--- src/rtl/link_pulse_gen.sv ---
module link_pulse_gen #(
  parameter int CLK_HZ    = 125_000_000,
  parameter int PULSE_CYC = CLK_HZ / 10_000_000,
  parameter int SLOT_CYC  = CLK_HZ / 16_000,
  parameter int GAP_CYC   = (CLK_HZ / 1000) * 16,
  parameter int AN_BIT    = 12,
  parameter int SPD_BIT   = 13
) (
  input  logic        clk,
  input  logic        rst_n,
  input  logic [15:0] ctrl_i,
  input  logic [15:0] adv_i,
  output logic        pulse_o,
  output logic [1:0]  mode_o,
  output logic        idle100_o
);
  localparam int CW = $clog2(GAP_CYC);
  localparam int SW = $clog2(SLOT_CYC);
  localparam logic [CW-1:0] GAP_LAST  = CW'(GAP_CYC - 1);
  localparam logic [CW-1:0] NLP_LEN   = CW'(PULSE_CYC);
  localparam logic [SW-1:0] SLOT_LAST = SW'(SLOT_CYC - 1);
  localparam logic [SW-1:0] HEAD_LEN  = SW'(PULSE_CYC);
  localparam logic [5:0]    LAST_SLOT = 6'd32;

  logic [CW-1:0] cnt;
  logic [SW-1:0] sub;
  logic [5:0]    slot;
  logic [1:0]    mode_q, live_mode, eff_mode;
  logic [15:0]   word_q, eff_word;
  logic          pulse_q, hit;

  wire start = (cnt == '0);
  assign live_mode = ctrl_i[AN_BIT] ? 2'd0 : (ctrl_i[SPD_BIT] ? 2'd2 : 2'd1);
  assign eff_mode  = start ? live_mode : mode_q;
  assign eff_word  = start ? adv_i : word_q;

  wire burst_hit = (slot <= LAST_SLOT) && (sub < HEAD_LEN) &&
                   (!slot[0] || eff_word[slot[4:1]]);

  always_comb begin
    case (eff_mode)
      2'd0:    hit = burst_hit;
      2'd1:    hit = (cnt < NLP_LEN);
      default: hit = 1'b0;
    endcase
  end

  always_ff @(posedge clk) begin
    if (!rst_n) begin
      cnt     <= '0;
      sub     <= '0;
      slot    <= '0;
      mode_q  <= 2'd0;
      word_q  <= '0;
      pulse_q <= 1'b0;
    end else begin
      pulse_q <= hit;
      if (start) begin
        mode_q <= live_mode;
        word_q <= adv_i;
      end
      if (cnt == GAP_LAST) begin
        cnt  <= '0;
        sub  <= '0;
        slot <= '0;
      end else begin
        cnt <= cnt + 1'b1;
        if (sub == SLOT_LAST) begin
          sub <= '0;
          if (slot <= LAST_SLOT) slot <= slot + 1'b1;
        end else begin
          sub <= sub + 1'b1;
        end
      end
    end
  end

  assign pulse_o   = pulse_q;
  assign mode_o    = mode_q;
  assign idle100_o = (mode_q == 2'd2);
endmodule

--- config.mk ---
export PLATFORM = sky130hd
export DESIGN_NAME = link_pulse_gen
export DESIGN_NICKNAME = d
export VERILOG_FILES = /design/src/rtl/link_pulse_gen.sv
export SDC_FILE = /design/constraint.sdc
export NUM_CORES = 1
export LEC_CHECK = 0
export BUFFER_PORTS_ARGS = -buffer_cell sky130_fd_sc_hd__buf_2
export CAP_MARGIN = 10
export CORE_MARGIN = 5
export CORE_UTILIZATION = 62
export CTS_CLUSTER_DIAMETER = 60
export CTS_CLUSTER_SIZE = 28
export DETAILED_ROUTE_END_ITERATION = 10
export HOLD_SLACK_MARGIN = 0.06
export PLACE_DENSITY = 0.85
export RECOVER_POWER = 100
export SLEW_MARGIN = 20
export SYNTH_ARGS = -nofsm -noshare
export SYNTH_HDL_FRONTEND = slang
export SYNTH_SLANG_ARGS = --single-unit
export TNS_END_PERCENT = 5
--- constraint.sdc ---
create_clock -name clk -period 4.2 [get_ports clk]
set_input_delay 0.21 -clock clk [delete_from_list [all_inputs] [get_ports clk]]
set_output_delay 0.21 -clock clk [all_outputs]
set_load 0.01 [all_outputs]
==> qor.yml <==
setup_tns_ps: 0
drt_drc_violations_left: 0
pwr-share-comb: 0.108
crit_path_end_kind: "flip-flop"
area_growth_pct: 9.17
via_per_inst: 5.69
worst_slack_ps: 910
dp_slack_ps: 1250
status: "complete, no violations"
p_clk_frac: 0.375
hold_viol_final: 0
netlist_instances: 317
hpwlAfterDp_um: 3970
ys_warn_count: 0
max_clock_freq_mhz: 304
fin_skew_ps: 9.33
vdd_drop_max_mv: 0.318
async_reset_ff_frac: 0
core_mm2: 0.00463
netlist.area_leader.share: 0.406
ant_nets: 0
grt_pass1_vias: 2208
synth_nets: 355
routed_wl_um: 5680
finalCritPeriodShare: 0.783
synthFlopType: "dfxtp_1"
die_width_um: 78.5
hold_class: "in -> reg"
tightest_slew_ps: 1160
portBuffers: 23
ioPinCount: 38
slew_viol_final: 0
cts.hold.buffers_added: 0
switching_power_mw: 0.282
clk_pin_slew_ps: 70
nets: 379
syn_area_mm2: 0.00291
yosysSeqAreaShare: 0.406
netlist-cell-type-count: 41
p_int_mw: 0.867
synth.most_common_cell: "dfxtp_1"
htreeDepth: 3
p_sw_frac: 0.245
dr.pass1.iters: 4
numCtsBuffers: 9
synth_common_cells: "dfxtp_1 (59), nor2_1 (41), nand2_1 (21), inv_1 (17)"
final_cell_area_mm2: 0.00317
syn_avg_cell_area_um2: 9.17
overflow: 0
dpl-instance-area_mm2: 0.00307
fin_util: 0.685
slew-limit-headroom: 0.225
wire_per_inst_um: 14.2
gp_congestion: 0.818
drt-initial-drc-count: 101
max_cap_viol_count: 0
crit_arrival_ps: 3560
crit_type: "reg -> reg"
critPathMaxFanout: 11
cts-root-buf: "clkbuf_8"
die_h_um: 78.5
rows: 25
clock_latency_ps: 340
cts_resized: 0
start_kind: "flip-flop"
synth_area_leader_cell: "dfxtp_1"
cts_buffer_depth: 2
pwr-share-seq: 0.517
finalSetupViolCount: 0
p_leak_nw: 1.27
cts_sinks: 59
required_ps: 4470
n_fill_cell: 364
cts_tree: "built"
grt_usage: 0.205
dieArea_mm2: 0.00616
vias: 2270
rsz0062_at_grt: "false"
synth_edf_count: 0
antenna_found_initial: 0
postCtsSetupBuffers: 0
drive_gt1_frac: 0.110
netlist_top_cells_area: "dfxtp_1 (41%), nor2_1 (5.3%), mux2i_1 (4.8%)"
ys_ff_latch: 59
grt_first_pass_wirelength_um: 9980
start_util: 0.628
diodes: 0
period_needed_ps: 3290
grt_max_degree: 27
powerDensity_mw_per_mm2: 362
-- path summary, 6_finish.rpt --
check	to	from	cells after the start	slack (ps)
hold / removal	word_q[5]	adv_i[5]	3	140
hold reg to reg	sub[0]	sub[0]	1	460
setup / recovery	pulse_o	cnt[8]	8	910
setup reg to reg	pulse_o	cnt[8]	8	910
-- power groups by stage --
stage,Clock [mW],Combinational [mW],Sequential [mW]
floorplan,0,0.0998,0.604
global placement,0,0.125,0.606
detailed placement,0,0.130,0.606
CTS,0.445,0.130,0.594
global route,0.465,0.140,0.597
finish,0.431,0.124,0.594
-- kinds of logic after synthesis --
group | share of synthesized area
muxes | 0.105
and+or+nand+nor | 0.257
adders and majority gates | 0.0172
buffers and inverters | 0.0418
AOI/OAI and AO/OA | 0.0827
DFF | 0.406
xor gates and xnor gates | 0.0904
-- state kept, by name (all words and copies together), names as in the netlist --
name and count:
cnt 21, mode_o 2, slot 6, word_q 16
pulse_o 1, sub 13
-- worst max-delay path, stage by stage, from the launching register on --
cell and delay (ps):
dfxtp_1 360, nor4_2 310, nand4_1 440, nor4_1 490, clkbuf_1 530, mux4_2 580
o211ai_1 220, a31oi_1 140, o211ai_1 160
-- cell type report --
type / count / area, um^2 / share of cell area
clock buffer: 12 / 145 / 0.0457
clock inverter: 3 / 15.0 / 0.00473
inverter: 17 / 63.8 / 0.0201
multi-input combinational: 228 / 1580 / 0.496
sequential: 59 / 1180 / 0.372
tap: 54 / 67.6 / 0.0213
timing repair buffer: 26 / 125 / 0.0394
-- cells in the final DEF, fill, tap and decap left out, types with 3 or more instances in the layout --
cell type / n
clkbuf_1: 8
nand2b_1: 6
clkinv_2: 3
dfxtp_1: 59
mux2i_1: 14
and2_1: 6
o21ai_0: 4
and4_1: 4
a211oi_1: 4
clkbuf_8: 10
buf_2: 19
ha_1: 4
xnor2_1: 14
a21boi_1: 4
inv_1: 17
nand2_1: 21
nor2b_1: 10
or3_1: 7
nor2_1: 41
o211ai_1: 3
o21ai_1: 8
nand4_1: 5
or4_1: 3
a21oi_1: 5
and3_1: 7
xor2_1: 16
nand3_1: 16
mux4_1: 5
-- layer usage --
layer | vias up | global-route usage | wire length (um)
met4 | 0 | 0.0734 | 102
met5 | - | 0 | 0
met2 | 41 | 0.331 | 2760
met3 | 18 | 0.0677 | 257
li1 | 1143 | - | -
met1 | 1068 | 0.256 | 2550
-- per-stage QoR --
step / total power [mW] / hold slack, ps / std cells
2_1_floorplan: 0.703 / 349 / 317
3_3_place_gp: 0.731 / 441 / 384
3_5_place_dp: 0.736 / 448 / 384
4_1_cts: 1.17 / 123 / 399
5_1_grt: 1.20 / 136 / 399
6_report: 1.15 / 137 / 399
No activity file was read; power rests on OpenSTA's default activity.
